===== src/rtl/ccv_pkg.sv =====
package ccv_pkg;
  typedef enum logic [2:0] {
    MODE_8K     = 3'b000,
    MODE_8K_400 = 3'b001
  } ccv_mode_e;

  typedef struct packed {
    logic pulse;   // exactly one polarity flag set
    logic pol;     // 1 = positive
    logic viol;    // same polarity as the previous pulse
  } ccv_bit_t;
endpackage


===== src/rtl/ccv_bit_classifier.sv =====
module ccv_bit_classifier (
  input  logic            clk,
  input  logic            rst_n,
  input  logic            in_valid,
  input  logic            in_pos,
  input  logic            in_neg,
  output ccv_pkg::ccv_bit_t cls,
  output logic            miss_q
);
  logic last_pos, have_mark;

  always_comb begin
    cls.pulse = in_pos ^ in_neg;
    cls.pol   = in_pos;
    cls.viol  = cls.pulse && have_mark && (in_pos == last_pos);
  end

  always_ff @(posedge clk) begin
    if (!rst_n) begin
      last_pos  <= 1'b0;
      have_mark <= 1'b0;
      miss_q    <= 1'b0;
    end else if (in_valid) begin
      miss_q <= !cls.pulse;
      if (cls.pulse) begin
        last_pos  <= in_pos;
        have_mark <= 1'b1;
      end
    end
  end

  assert_flag_hold_R2: assert property (@(posedge clk) disable iff (!rst_n)
    !in_valid |=> $stable(miss_q));
endmodule


===== src/rtl/ccv_frame_lock.sv =====
module ccv_frame_lock #(
  parameter int SLOT_BITS  = 8,
  parameter int ACQ_COUNT  = 3,
  parameter int LOSS_COUNT = 2
) (
  input  logic              clk,
  input  logic              rst_n,
  input  logic              in_valid,
  input  ccv_pkg::ccv_bit_t cls,
  output logic              locked,
  output logic [$clog2(2*SLOT_BITS)-1:0] phase,
  output logic              slot_evt,
  output logic              slot_nv
);
  localparam int PHW = $clog2(2*SLOT_BITS);
  localparam int GW  = $clog2(ACQ_COUNT+1);
  localparam int MW  = $clog2(LOSS_COUNT+1);
  localparam logic [PHW-1:0] PH_SLOT = PHW'(SLOT_BITS-1);
  localparam logic [PHW-1:0] PH_MAX  = '1;

  logic          have_v, last_vpos, valid_v, at_slot, bad;
  logic [GW-1:0] good;
  logic [MW-1:0] miss;

  always_comb begin
    valid_v  = cls.viol && (!have_v || (cls.pol != last_vpos));
    at_slot  = (phase == PH_SLOT);
    slot_evt = in_valid && locked && at_slot;
    slot_nv  = slot_evt && cls.pulse && !cls.viol;
    bad      = at_slot ? !valid_v : cls.viol;
  end

  always_ff @(posedge clk) begin
    if (!rst_n) begin
      have_v    <= 1'b0;
      last_vpos <= 1'b0;
      locked    <= 1'b0;
      phase     <= PH_MAX;
      good      <= '0;
      miss      <= '0;
    end else if (in_valid) begin
      if (cls.viol) begin
        have_v    <= 1'b1;
        last_vpos <= cls.pol;
      end
      if (!locked) begin
        if (cls.viol) begin
          phase <= '0;
          if (valid_v && have_v && at_slot && good != '0) begin
            if (good == GW'(ACQ_COUNT-1)) begin
              locked <= 1'b1;
              miss   <= '0;
            end
            good <= good + 1'b1;
          end else begin
            good <= GW'(1);
          end
        end else if (phase != PH_MAX) begin
          phase <= phase + 1'b1;
        end
      end else begin
        phase <= at_slot ? '0 : phase + 1'b1;
        if (at_slot && valid_v) begin
          miss <= '0;
        end else if (bad) begin
          if (miss == MW'(LOSS_COUNT-1)) begin
            locked <= 1'b0;
            good   <= '0;
            miss   <= '0;
            phase  <= PH_MAX;
          end else begin
            miss <= miss + 1'b1;
          end
        end
      end
    end
  end

  assert_lock_on_bit_R3: assert property (@(posedge clk) disable iff (!rst_n)
    $rose(locked) |-> $past(in_valid));
  assert_phase_in_frame_R5: assert property (@(posedge clk) disable iff (!rst_n)
    locked |-> (phase <= PH_SLOT));
endmodule


===== src/rtl/ccv_super_lock.sv =====
module ccv_super_lock #(
  parameter int SLOTS      = 20,
  parameter int LOSS_COUNT = 2
) (
  input  logic clk,
  input  logic rst_n,
  input  logic enable,
  input  logic slot_evt,
  input  logic slot_nv,
  output logic locked,
  output logic [$clog2(2*SLOTS)-1:0] count
);
  localparam int SCW = $clog2(2*SLOTS);
  localparam int MW  = $clog2(LOSS_COUNT+1);
  localparam logic [SCW-1:0] SC_LAST = SCW'(SLOTS-1);

  logic          nv_seen, at_anchor;
  logic [MW-1:0] miss;

  assign at_anchor = (count == SC_LAST);

  always_ff @(posedge clk) begin
    if (!rst_n || !enable) begin
      locked  <= 1'b0;
      nv_seen <= 1'b0;
      count   <= '0;
      miss    <= '0;
    end else if (slot_evt) begin
      if (!locked) begin
        if (slot_nv) begin
          count   <= '0;
          nv_seen <= 1'b1;
          if (nv_seen && at_anchor) begin
            locked <= 1'b1;
            miss   <= '0;
          end
        end else if (count != '1) begin
          count <= count + 1'b1;
        end
      end else begin
        count <= at_anchor ? '0 : count + 1'b1;
        if (at_anchor && slot_nv) begin
          miss <= '0;
        end else if (at_anchor || slot_nv) begin
          if (miss == MW'(LOSS_COUNT-1)) begin
            locked  <= 1'b0;
            nv_seen <= 1'b0;
            count   <= '0;
            miss    <= '0;
          end else begin
            miss <= miss + 1'b1;
          end
        end
      end
    end
  end

  assert_count_in_cycle_R8: assert property (@(posedge clk) disable iff (!rst_n)
    locked |-> (count <= SC_LAST));
endmodule


===== src/rtl/cc_violation_decoder.sv =====
module cc_violation_decoder #(
  parameter int SLOT_BITS   = 8,
  parameter int SUPER_SLOTS = 20,
  parameter int ACQ_8K      = 3,
  parameter int LOSS_8K     = 2,
  parameter int LOSS_400    = 2
) (
  input  logic       clk,
  input  logic       rst_n,
  input  logic       in_valid,
  input  logic       in_pos,
  input  logic       in_neg,
  input  logic [2:0] mode_sel,
  output logic       tick_8k,
  output logic       tick_400,
  output logic       miss_flag,
  output logic       los_8k,
  output logic       los_400
);
  import ccv_pkg::*;
  localparam int PHW = $clog2(2*SLOT_BITS);
  localparam int SCW = $clog2(2*SUPER_SLOTS);

  ccv_bit_t       cls;
  logic           lock8, lock400, slot_evt, slot_nv, super_en;
  logic [PHW-1:0] phase;
  logic [SCW-1:0] scount;

  ccv_bit_classifier u_cls (
    .clk(clk), .rst_n(rst_n), .in_valid(in_valid), .in_pos(in_pos),
    .in_neg(in_neg), .cls(cls), .miss_q(miss_flag)
  );

  ccv_frame_lock #(.SLOT_BITS(SLOT_BITS), .ACQ_COUNT(ACQ_8K),
                   .LOSS_COUNT(LOSS_8K)) u_frame (
    .clk(clk), .rst_n(rst_n), .in_valid(in_valid), .cls(cls),
    .locked(lock8), .phase(phase), .slot_evt(slot_evt), .slot_nv(slot_nv)
  );

  assign super_en = (mode_sel == MODE_8K_400) && lock8;

  ccv_super_lock #(.SLOTS(SUPER_SLOTS), .LOSS_COUNT(LOSS_400)) u_super (
    .clk(clk), .rst_n(rst_n), .enable(super_en), .slot_evt(slot_evt),
    .slot_nv(slot_nv), .locked(lock400), .count(scount)
  );

  assign tick_8k  = lock8 && (phase < PHW'(SLOT_BITS/2));
  assign tick_400 = lock400 && (scount < SCW'(SUPER_SLOTS/2));
  assign los_8k   = !lock8;
  assign los_400  = !lock400;

  assert_layer_order_R6: assert property (@(posedge clk) disable iff (!rst_n)
    los_8k |=> los_400);
  assert_mode_gate_R9: assert property (@(posedge clk) disable iff (!rst_n)
    (mode_sel != MODE_8K_400) |=> (los_400 && !tick_400));
endmodule


===== config.mk =====
export PLATFORM = sky130hd
export DESIGN_NAME = cc_violation_decoder
export DESIGN_NICKNAME = d
export VERILOG_FILES = /design/src/rtl/ccv_pkg.sv /design/src/rtl/ccv_bit_classifier.sv /design/src/rtl/ccv_frame_lock.sv /design/src/rtl/ccv_super_lock.sv /design/src/rtl/cc_violation_decoder.sv
export SDC_FILE = /design/constraint.sdc
export NUM_CORES = 1
export LEC_CHECK = 0
export BUFFER_PORTS_ARGS = -buffer_cell sky130_fd_sc_hd__buf_2
export CAP_MARGIN = 0
export CORE_MARGIN = 3
export CORE_UTILIZATION = 60
export DETAILED_ROUTE_END_ITERATION = 10
export PLACE_DENSITY = 0.77
export SLEW_MARGIN = 40
export SYNTH_ARGS = -nofsm -noshare
export SYNTH_HDL_FRONTEND = slang
export SYNTH_HIERARCHICAL = 1
export SYNTH_SLANG_ARGS = --single-unit

===== constraint.sdc =====
create_clock -name clk -period 3.57 [get_ports clk]
set_input_delay 0.357 -clock clk [delete_from_list [all_inputs] [get_ports clk]]
set_output_delay 0.357 -clock clk [all_outputs]
set_load 0.1 [all_outputs]

After elaboration in Yosys (flattened, before gate mapping)
Index checks and enable logic that the tools add are counted.
Word-level totals
  register bits: 24
  latch bits: 0
  RAM bits: 0
  ROM bits: 0
  output and inout bits: 5
  logic and storage cells: 134
  memories: 0
Operators by class
  add/sub/neg operators: 5
  multipliers: 0
  div/mod/pow operators: 0
  magnitude comparators: 2
  eq/ne operators: 18
  shift operators: 0
  multiplexer cells: 52
  bitwise gates (word level): 1
  reduce and logical (&&, ||, !) cells: 43
Operator list (number)
  6-bit two-way mux: 7
  2-bit two-way mux: 19
  4-bit two-way mux: 7
  1-bit two-way mux: 19
  1-bit logical AND: 16
  5-bit AND reduction: 3
  2-bit != test, second input constant: 6
  2-bit nonzero test: 6
  1-bit logical NOT: 8
  2-bit AND reduction: 4
  2-bit by 1-bit adder with 2-bit output, second input constant: 3
  6-bit by 1-bit adder with 6-bit output, second input constant: 1
  6-bit by 5-bit equality test with 1-bit output, second input constant: 1
  6-bit by 4-bit < comparator with 1-bit output, second input constant: 1
  3-bit != test, second input constant: 2
  6-bit != test, second input constant: 1
  3-bit nonzero test: 2
  4-bit by 1-bit adder with 4-bit output, second input constant: 1
  2-bit by 1-bit equality test with 1-bit output, second input constant: 2
  4-bit by 3-bit equality test with 1-bit output, second input constant: 1
  4-bit by 3-bit < comparator with 1-bit output, second input constant: 1
  4-bit != test, second input constant: 1
  4-bit AND reduction: 1
  3-bit by 1-bit equality test with 1-bit output, second input constant: 1
  5 further kinds: 7

Logic depth before layout (Yosys ltp)
Gate-level depths: netlist of the first run.
  depth in word-level cells: 10
  mapped depth: 10
  gate-level depth less buffers: 8

By module
Netlist of the first run, hierarchy kept.
By module, submodules not included
  ccv_frame_lock: instances 1, cells each 87, area each 738.2 µm²
  ccv_super_lock: instances 1, cells each 63, area each 584.3 µm²
  ccv_bit_classifier: instances 1, cells each 19, area each 148.9 µm²
  cc_violation_decoder: instances 1, cells each 6, area each 47.5 µm²

Worst setup path before layout of the first run
No wires, ideal clock.
  path kind: register -> output
  start point: register u_frame.locked
  end point: output port tick_8k
  data arrival time: 2.639 ns
  required time: 3.213 ns
  slack: 0.574 ns
  stages on the path, launching flop included: 3
  cells stage by stage: dfxtp_1 inv_2 nor3_1
On the way
  longest elaborated chain between the ends: 1
Ends and longest elaborated chain
  start: declaration: RTL line ccv_frame_lock.sv:10  | output logic locked,
  start signal: assignment: RTL line ccv_frame_lock.sv:37  | locked <= 1'b0;
  start signal: assignment: RTL line ccv_frame_lock.sv:51  | locked <= 1'b1;
  start signal: assignment: RTL line ccv_frame_lock.sv:67  | locked <= 1'b0;
  1-bit logical AND: RTL line cc_violation_decoder.sv:47  | assign tick_8k = lock8 && (phase < PHW'(SLOT_BITS/2));
  end: declaration: RTL line cc_violation_decoder.sv:14  | output logic tick_8k,
No other way between the ends.

Worst setup path after layout of the first run
  start point: register u_frame.phase[1]
  end point: register u_super.count[5]
On the way
  longest elaborated chain between the ends: 8
  elaborated cells between the ends (all ways): 12
  those cells by class: eq/ne: 1; mux: 4; reduce/logical: 7
Ends and longest elaborated chain
  start: declaration: RTL line ccv_frame_lock.sv:11  | output logic [$clog2(2*SLOT_BITS)-1:0] phase,
  start signal: assignment: RTL line ccv_frame_lock.sv:59  | phase <= phase + 1'b1;
  start signal: assignment: RTL line ccv_frame_lock.sv:62  | phase <= at_slot ? '0 : phase + 1'b1;
  4-bit by 3-bit equality test with 1-bit output (*): RTL line ccv_frame_lock.sv:27  | at_slot = (phase == PH_SLOT);
  1-bit logical AND (*): RTL line ccv_frame_lock.sv:28  | slot_evt = in_valid && locked && at_slot;
  net slot_evt: RTL line cc_violation_decoder.sv:25  | logic lock8, lock400, slot_evt, slot_nv, super_en;
  1-bit logical AND (*) (2 in a row): RTL line ccv_frame_lock.sv:29  | slot_nv = slot_evt && cls.pulse && !cls.viol;
  net slot_nv: RTL line cc_violation_decoder.sv:25
  1-bit logical OR: RTL line ccv_super_lock.sv:44  | end else if (at_anchor || slot_nv) begin
  6-bit two-way mux: RTL line ccv_super_lock.sv:44
  6-bit two-way mux: RTL line ccv_super_lock.sv:42  | if (at_anchor && slot_nv) begin
  6-bit two-way mux: RTL line ccv_super_lock.sv:29  | if (!locked) begin
  end signal: assignment: RTL line ccv_super_lock.sv:38  | count <= count + 1'b1;
  end signal: assignment: RTL line ccv_super_lock.sv:41  | count <= at_anchor ? '0 : count + 1'b1;
  end: declaration: RTL line ccv_super_lock.sv:11  | output logic [$clog2(2*SLOTS)-1:0] count
Mark *: on every way through the listed nets, which the timed path passes. The rest lies on a longest branch.
A chain may end at the register's enable or synchronous reset.

==> impl_metrics.tcl, run 1 <==
set metrics [dict create \
    finalSetupTns_ps 0 \
    ys_seq_area_frac 0.316 \
    ir_worst_vdd_mv 0.444 \
    grt_overflow 0 \
    drc_errors 0 \
    synth_ff_type "dfxtp_1" \
    setup_viol 0 \
    holdWs_ps 354 \
    p_leak_uw 0.000567 \
    gp_congestion 0.793 \
    outcome "completed" \
    worst_slack_ps 825 \
    io_pins 13 \
    cp-start-kind "flip-flop" \
    final_common_cell "dfxtp_1" \
    numCtsBuffers 3 \
    vias 1307 \
    clock_skew_ps 6.56 \
    hold_class "in -> reg" \
    cts_tree "built" \
    cts_resized 0 \
    hold_end "u_cls/last_pos" \
    worstSetupEndpointType "flip-flop" \
    cts_hold_buf 0 \
    detail_route.wl_per_cell_um 14.1 \
    ys_ff_latch 24 \
    required_ps 3820 \
    grt_pass1_vias 1194 \
    startpoint "u_frame/phase[1]" \
    std_cell_rows 17 \
    rr_worst_depth 8 \
    critPathMaxFanout 10 \
    postCtsSetupRepairBufs 0 \
    r2r_setup_slack_ps 830 \
    avgViaCountPerCell 6.22 \
    grt.total_usage 0.199 \
    crit_arrival_ps 2990 \
    initial_core_util 0.661 \
    path_clk_slew_ps 120 \
    dp.cells 207 \
    grt_max_degree 23 \
    regArea_um2 480 \
    die_w_um 56.3 \
    rsz0062_at_grt "false" \
    fin_crit_sh 0.769 \
    clk_path_buf_depth 2 \
    syn_avg_cell_area_um2 8.68 \
    layout.cells.non_filler 210 \
    drt_iter0_drc 25 \
    critPathKind "reg -> reg" \
    synthArstFlopShare 0 \
    clkSinkCount 24 \
    hold_violations 0 \
    syn_nets 187 \
    slew_violations 0 \
    fmax_ghz 0.364 \
    ys_warn_count 6 \
    core-area_um2 2300 \
    grt_pass1_wl_um 5150 \
    area_growth_pct 4.70 \
    dp_hpwl_um 2210 \
    synth.distinct_cells 57 \
    layout-drive-gt1-share 0.148 \
    max_cap_violations 0 \
    antenna_cells 0 \
    antenna_found_initial 0 \
    finalCriticalPeriod_ps 2740 \
    cts-htree-levels 1 \
    synth_edf_count 0 \
    r2r_start "u_frame/phase[1]" \
    portBuffers 12 \
    drtAntennaViolNets 0 \
    final_cell_mix "24 x dfxtp_1, 14 x nand2_1, 13 x a21oi_1, 12 x buf_2, 12 x nand3_1" \
    fill_cells 179 \
    power_per_cell_area_nw_per_um2 387 \
    timing.rr.end "u_super/count[5]" \
    synthCells 175 \
    synth_area_um2 1520 \
    cts_root_buf "clkbuf_4" \
    wl_um 2970 \
    worst_hold_startpoint "in_pos" \
    multiInputGateArea_um2 947 \
    slew_headroom 0.673 \
    nets 196 \
    clock_latency_ps 310 \
    die_height_um 56.3 \
    die-area_um2 3170 \
    worstMarginPinSlew_ps 487 \
    dp_slack_ps 847 \
    hold_depth 3 \
    first_pass_iters 4 \
]
==> layer usage <==
metal | vias to the layer above | global-route usage | share of wire
met1 | 620 | 0.244 | 0.49
met4 | 0 | 0.0847 | 0.011
li1 | 668 | - | -
met5 | - | 0 | 0
met3 | 4 | 0.0276 | 0.023
met2 | 15 | 0.347 | 0.48
==> state kept, by name, indices dropped and copies added (netlist names), 2 cells and up <==
name	count
u_frame/good	2
u_frame/miss	2
u_frame/phase	4
u_super/count	6
u_super/miss	2
==> stage by stage <==
step | area, um^2 | total power, uW | utilization
floorplan | 1520 | 469 | -
global placement | 1570 | 489 | 0.682
detailed placement | 1570 | 504 | 0.682
CTS | 1590 | 621 | 0.692
global route | 1590 | 654 | 0.692
finish | 1590 | 615 | 0.692
==> worst max-delay path: stages, from the launching register on <==
cell and delay [ps]:
dfxtp_1 380, ha_1 310, and4b_1 270, and2_1 350, and3b_1 400, nand4bb_4 230
o21ai_4 90, or4_1 510, a21oi_1 140
==> synth_stat cells (3+ instances only) <==
cell type | number | area share
a21boi_0 | 3 | 0.015
a21oi_1 | 13 | 0.043
a221oi_1 | 3 | 0.017
and2_1 | 3 | 0.012
buf_2 | 4 | 0.013
dfxtp_1 | 24 | 0.32
ha_1 | 4 | 0.033
inv_1 | 9 | 0.022
nand2_1 | 14 | 0.035
nand2b_1 | 5 | 0.021
nand3_1 | 12 | 0.040
nand3b_1 | 3 | 0.015
nand4b_1 | 3 | 0.017
nor2_1 | 6 | 0.015
nor2b_1 | 5 | 0.021
o21ai_0 | 6 | 0.020
o21ai_1 | 5 | 0.016
==> cells by family (layout without fill, tap and decap cells) <==
| group | Yosys count | in the layout | share of synthesized area |
|---|---|---|---|
| AO/OA/AOI/OAI | 49 | 49 | 0.224 |
| XOR/XNOR | 4 | 4 | 0.0280 |
| adder cells (fa/ha/maj) | 4 | 4 | 0.0330 |
| buffers and inverters | 19 | 26 | 0.0601 |
| flip-flops | 24 | 24 | 0.316 |
| multiplexers | 2 | 2 | 0.0132 |
| AND/OR/NAND/NOR | 73 | 73 | 0.325 |
==> layout make-up <==
type                    count  share of cell area
repair buffers             13              0.0425
inverters                  10              0.0236
flip-flops and latches     24               0.302
multi-input cells         132               0.596
clock buffers               3              0.0142
well taps                  28              0.0220
==> worst max-delay path by stage <==
| stage | endpoint | slack (ps) | cells past startpoint |
|---|---|---|---|
| after CTS | u_super/count[5] | 810 | 8 |
| after floorplan | tick_8k | 570 | 2 |
| final | u_super/count[5] | 830 | 8 |
| after global placement | u_super/count[5] | 1000 | 8 |
| after detailed placement | u_super/count[5] | 850 | 8 |
| after global routing | u_super/count[5] | 620 | 8 |
==> power breakdown <==
group          leakage [uW]  switching, uW  internal, uW  total [uW]
Clock             0.0000138           75.1          39.5         115
Sequential         0.000195           34.1           291         325
Combinational      0.000359           95.6          79.7         175
(Power assumes the default switching activity.)
==> inputs of run 2 (changes only) <==
CORE_UTILIZATION = 58   (was 60)
PLACE_DENSITY = 0.75   (was 0.77)
clock period = 2.55 ns   (was 3.57 ns; I/O delays follow)
==> run 2 against run 1 <==
Global-route usage down 0.55 points. Critical endpoint unchanged. Die area up 3.1%. Largest cell class unchanged. Largest power group unchanged. Utilization up 1.5 points. Critical path depth unchanged. Sequential share of layout area down 1.2 points. Critical path type unchanged. Final area up 4.1%. Fmax up 18%.
==> impl_metrics.tcl, run 2 (synthesis results as in run 1) <==
set metrics [dict create \
    wl_um 3050 \
    core-area_um2 2340 \
    worstMarginPinSlew_ps 498 \
    largest_register "u_super/count" \
    hold_class "in -> reg" \
    drtAntennaViolNets 0 \
    final_cell_mix "24 x dfxtp_1, 14 x nand2_1, 13 x a21oi_1, 12 x buf_2, 12 x nand3_1" \
    nets 201 \
    p_comb_frac 0.292 \
    postCtsSetupRepairBufs 0 \
    gp_congestion 0.792 \
    path_clk_slew_ps 130 \
    slew_violations 0 \
    cts_tree "built" \
    numCtsBuffers 3 \
    max_cap_violations 0 \
    r2r_setup_slack_ps 220 \
    clock_skew_ps 3.96 \
    cellInternalPower_uw 615 \
    reg.largest.list "u_super/count (6), u_frame/phase (4)" \
    clk_path_buf_depth 2 \
    die_w_um 57.2 \
    p_seq_frac 0.485 \
    cts_hold_buf 0 \
    fmax_ghz 0.429 \
    antenna_found_initial 0 \
    grt.total_usage 0.194 \
    die_height_um 57.2 \
    ir_worst_vdd_mv 0.536 \
    fin_crit_sh 0.915 \
    grt_max_degree 23 \
    antenna_cells 0 \
    largest_reg_flops 6 \
    critPathMaxFanout 7 \
    grt_pass1_vias 1200 \
    first_pass_iters 4 \
    critPathKind "reg -> reg" \
    die-area_um2 3270 \
    crit_arrival_ps 2590 \
    dp_hpwl_um 2230 \
    std_cell_rows 17 \
    slew_headroom 0.665 \
    critical_path_buf_inv_count 0 \
    cts-htree-levels 1 \
    final_common_cell "dfxtp_1" \
    drt_iter0_drc 48 \
    finalSetupTns_ps 0 \
    rsz0062_at_grt "false" \
    slowest_stage "or4_1" \
    detail_route.wl_per_cell_um 14.1 \
    p_clk_frac 0.222 \
    initial_core_util 0.649 \
    required_ps 2810 \
    outcome "completed" \
    grt_pass1_wl_um 5260 \
    vias 1326 \
    finalCriticalPeriod_ps 2330 \
    grt_overflow 0 \
    p_leak_uw 0.000608 \
    crit_path_cell_trace "ha_1 -> and4b_1 -> and2_1 -> and3b_1 -> nand4bb_4 -> o21ai_4 -> or4_1 -> a21oi_1" \
    cts_resized 0 \
    path_delay_family "simple AND/OR/NAND/NOR gates" \
    area_growth_pct 8.98 \
    setup_viol 0 \
    final_util 0.707 \
    drc_errors 0 \
    cts_root_buf "clkbuf_4" \
    portBuffers 12 \
    avgViaCountPerCell 6.14 \
    power.switching_uw 292 \
    hold_violations 0 \
    power_per_cell_area_nw_per_um2 548 \
    clkSinkCount 24 \
    cp-start-kind "flip-flop" \
    switching_share 0.322 \
    clock_latency_ps 310 \
    layout-drive-gt1-share 0.181 \
    io_pins 13 \
    worstSetupEndpointType "flip-flop" \
    cpPeakStageDelay_ps 510 \
]
==> run 2: power groups by stage <==
stage	clock [uW]	sequential (uW)	combinational (uW)
floorplan	0	449	210
global placement	0	447	258
detailed placement	0	448	265
CTS	211	441	265
global route	229	448	294
finish	202	440	265
==> run 2: layer usage <==
| layer | wire length (um) | global-route usage | vias up |
|---|---|---|---|
| met2 | 1520 | 0.365 | 19 |
| met1 | 1410 | 0.229 | 629 |
| met5 | 0 | 0 | - |
| met4 | 17 | 0.0265 | 0 |
| met3 | 104 | 0.0407 | 2 |
| li1 | - | - | 676 |
==> run 2: stage by stage <==
stage | hold WS, ps | power [uW] | cell area [um^2] | instances | worst slack [ps]
4_1_cts | 241 | 917 | 1660 | 216 | 192
5_1_grt | 270 | 971 | 1660 | 216 | 35.5
3_3_place_gp | 429 | 705 | 1620 | 212 | 303
2_1_floorplan | 383 | 659 | 1530 | 175 | 188
6_report | 251 | 907 | 1660 | 216 | 216
3_5_place_dp | 441 | 713 | 1620 | 212 | 265
==> run 2: final cells by class <==
cell class              instances  area (um^2)
clock buffers                   4         36.3
well taps                      28         35.0
fillers                       195          684
inverters                      10         37.5
repair buffers                 18          105
flip-flops and latches         24          480
multi-input cells             132          961
==> run 2: worst paths after layout <==
kind                                  startpoint          endpoint  cells after the start
worst min-delay path                 mode_sel[1]    u_super/locked                      4
worst min register to register   u_frame/miss[1]   u_frame/miss[1]                      2
worst max-delay path            u_frame/phase[1]  u_super/count[5]                      8
worst max register to register  u_frame/phase[1]  u_super/count[5]                      8
==> run 2: worst reg2reg max path, cell delays in order, from the launching register on <==
cell and delay (ps):
dfxtp_1 390, ha_1 300, and4b_1 280, and2_1 150, and3b_1 230, nand4bb_4 180
o21ai_4 90, or4_1 510, a21oi_1 150
==> inputs of run 3 (changes only) <==
BUFFER_PORTS_ARGS = default   (was -buffer_cell sky130_fd_sc_hd__buf_2)
CELL_PAD_IN_SITES_DETAIL_PLACEMENT = 1   (was default)
CELL_PAD_IN_SITES_GLOBAL_PLACEMENT = 1   (was default)
CORE_UTILIZATION = 47   (was 58)
DONT_BUFFER_PORTS = 1   (was default)
PLACE_DENSITY = 0.74   (was 0.75)
==> run 3 against run 2 <==
Non-clock buffer count shrank 7. Register-to-register slack about the same. Total power up 0.50%. Clock skew up 4.3 ps. Global-route usage decreased by 0.32 points. Clock-buffer cell count is the same. Die area grew 21%.
==> impl_metrics.tcl, run 3 (synthesis results as in run 1) <==
set metrics [dict create \
    outcome "completed" \
    postCtsSetupRepairBufs 0 \
    nets 194 \
    worst_slack_ps 228 \
    antenna_cells 0 \
    portBuffers 0 \
    detail_route.wl_per_cell_um 15.6 \
    final_common_cell "dfxtp_1" \
    io_pins 13 \
    critPathMaxFanout 9 \
    die_w_um 62.9 \
    grt_pass1_vias 1390 \
    worstSetupEndpointType "flip-flop" \
    layout-drive-gt1-share 0.149 \
    largest_register "u_super/count" \
    power_per_cell_area_nw_per_um2 548 \
    cts_root_buf "clkbuf_4" \
    cpPeakStageDelay_ps 410 \
    worstMarginPinSlew_ps 529 \
    required_ps 2770 \
    path_clk_slew_ps 130 \
    drtAntennaViolNets 0 \
    finalSetupTns_ps 0 \
    finalCriticalPeriod_ps 2320 \
    hold_violations 0 \
    cts_tree "built" \
    hold_depth 1 \
    drt_iter0_drc 67 \
    rr_worst_depth 9 \
    final_util 0.540 \
    crit_arrival_ps 2540 \
    cts-htree-levels 1 \
    cp-start-kind "flip-flop" \
    reg.largest.list "u_super/count (6), u_frame/phase (4)" \
    gp_congestion 0.764 \
    r2r_setup_slack_ps 230 \
    antenna_found_initial 0 \
    final_cell_mix "23 x dfxtp_1, 14 x nand2_1, 13 x a21oi_1, 12 x nand3_1, 10 x buf_4" \
    p_leak_uw 0.000595 \
    clk_path_buf_depth 2 \
    clock_skew_ps 8.25 \
    fmax_ghz 0.431 \
    first_pass_iters 4 \
    grt_max_degree 23 \
    hold_class "in -> reg" \
    std_cell_rows 20 \
    grt.total_usage 0.191 \
    largest_reg_flops 6 \
    die_height_um 62.9 \
    path_delay_family "simple AND/OR/NAND/NOR gates" \
    worst_hold_startpoint "rst_n" \
    clock_latency_ps 320 \
    ir_worst_vdd_mv 0.342 \
    critical_path_buf_inv_count 1 \
    crit_path_cell_trace "ha_1 -> and4b_1 -> and2_1 -> and3b_1 -> buf_4 -> nand3_1 -> nor4_1 -> or3b_1 -> a311oi_1" \
    area_growth_pct 9.47 \
    r2r_start "u_frame/phase[0]" \
    grt_pass1_wl_um 6140 \
    core-area_um2 3080 \
    setup_viol 0 \
    layout.cells.non_filler 225 \
    avgViaCountPerCell 6.04 \
    grt_overflow 0 \
    dp_slack_ps 261 \
    clkSinkCount 24 \
    hold_end "u_frame/phase[3]" \
    timing.rr.end "u_super/miss[1]" \
    critPathKind "reg -> reg" \
    rsz0062_at_grt "false" \
    die-area_um2 3950 \
    dp_hpwl_um 2660 \
    vias 1358 \
    numCtsBuffers 3 \
    startpoint "u_frame/phase[0]" \
    fill_cells 380 \
    slew_violations 0 \
    slew_headroom 0.647 \
    drc_errors 0 \
    slowest_stage "or3b_1" \
    dp.cells 220 \
    wl_um 3520 \
    initial_core_util 0.493 \
    max_cap_violations 0 \
    fin_crit_sh 0.911 \
]
-- run 3: changes by cell type in the layout (fill, tap and decap cells not counted) --
cell           before  now
buf_2              12    0
nor3_4              0    1
nor3_2              1    0
dfxtp_2             0    1
dfxtp_1            24   23
buf_4               6   10
dlygate4sd3_1       0    1
-- run 3: worst register-to-register path: stages, from the launching register on --
cell      delay [ps]
dfxtp_1          350
ha_1             280
and4b_1          260
and2_1           180
and3b_1          190
buf_4            160
nand3_1           80
nor4_1            70
or3b_1           410
a311oi_1         270
-- run 3: repair_timing --
action | 4_1_cts | 5_1_grt
hold buffers | 1 | 0
endpoints found under the hold margin | 1 | 0
gates resized for setup | 0 | 0
-- run 3: power by group --
group | switching, uW | internal (uW) | total [uW]
registers | 42.6 | 408 | 451
logic | 141 | 117 | 258
clock network | 115 | 87.2 | 202
-- run 3: final cells by class --
| class | count | area [um^2] | area share |
|---|---|---|---|
| Multi-Input combinational cell | 132 | 967 | 0.582 |
| Sequential cell | 24 | 482 | 0.290 |
| Timing Repair Buffer | 11 | 85.1 | 0.0512 |
| Tap cell | 44 | 55.1 | 0.0331 |
| Inverter | 10 | 37.5 | 0.0226 |
| Clock buffer | 4 | 36.3 | 0.0218 |
-- run 3: worst max-delay path by stage --
| stage | end | slack [ps] | depth (start not counted) |
|---|---|---|---|
| final | u_super/miss[1] | 230 | 9 |
| after global routing | u_super/miss[1] | 80 | 9 |
| after CTS | u_super/miss[1] | 220 | 9 |
| after detailed placement | u_super/miss[1] | 260 | 9 |
| after global placement | u_super/count[5] | 360 | 8 |
| after floorplan | u_super/count[5] | 190 | 9 |
-- run 3: layer usage --
layer  vias up  wire length, um  GRT usage  share of wire
met2        17             1880      0.364           0.53
met5         -                0          0              0
met4         0               18     0.0606         0.0051
met1       677             1530      0.211           0.43
met3         2               91     0.0342          0.026
li1        662                -          -              -
-- run 3: stage by stage --
step | cell area [um^2] | power [uW] | hold WS (ps)
after floorplan | 1530 | 659 | 383
after global placement | 1620 | 698 | 341
after detailed placement | 1620 | 714 | 345
after CTS | 1660 | 927 | 4.59
after global routing | 1660 | 985 | 10.3
final | 1660 | 912 | 24.7
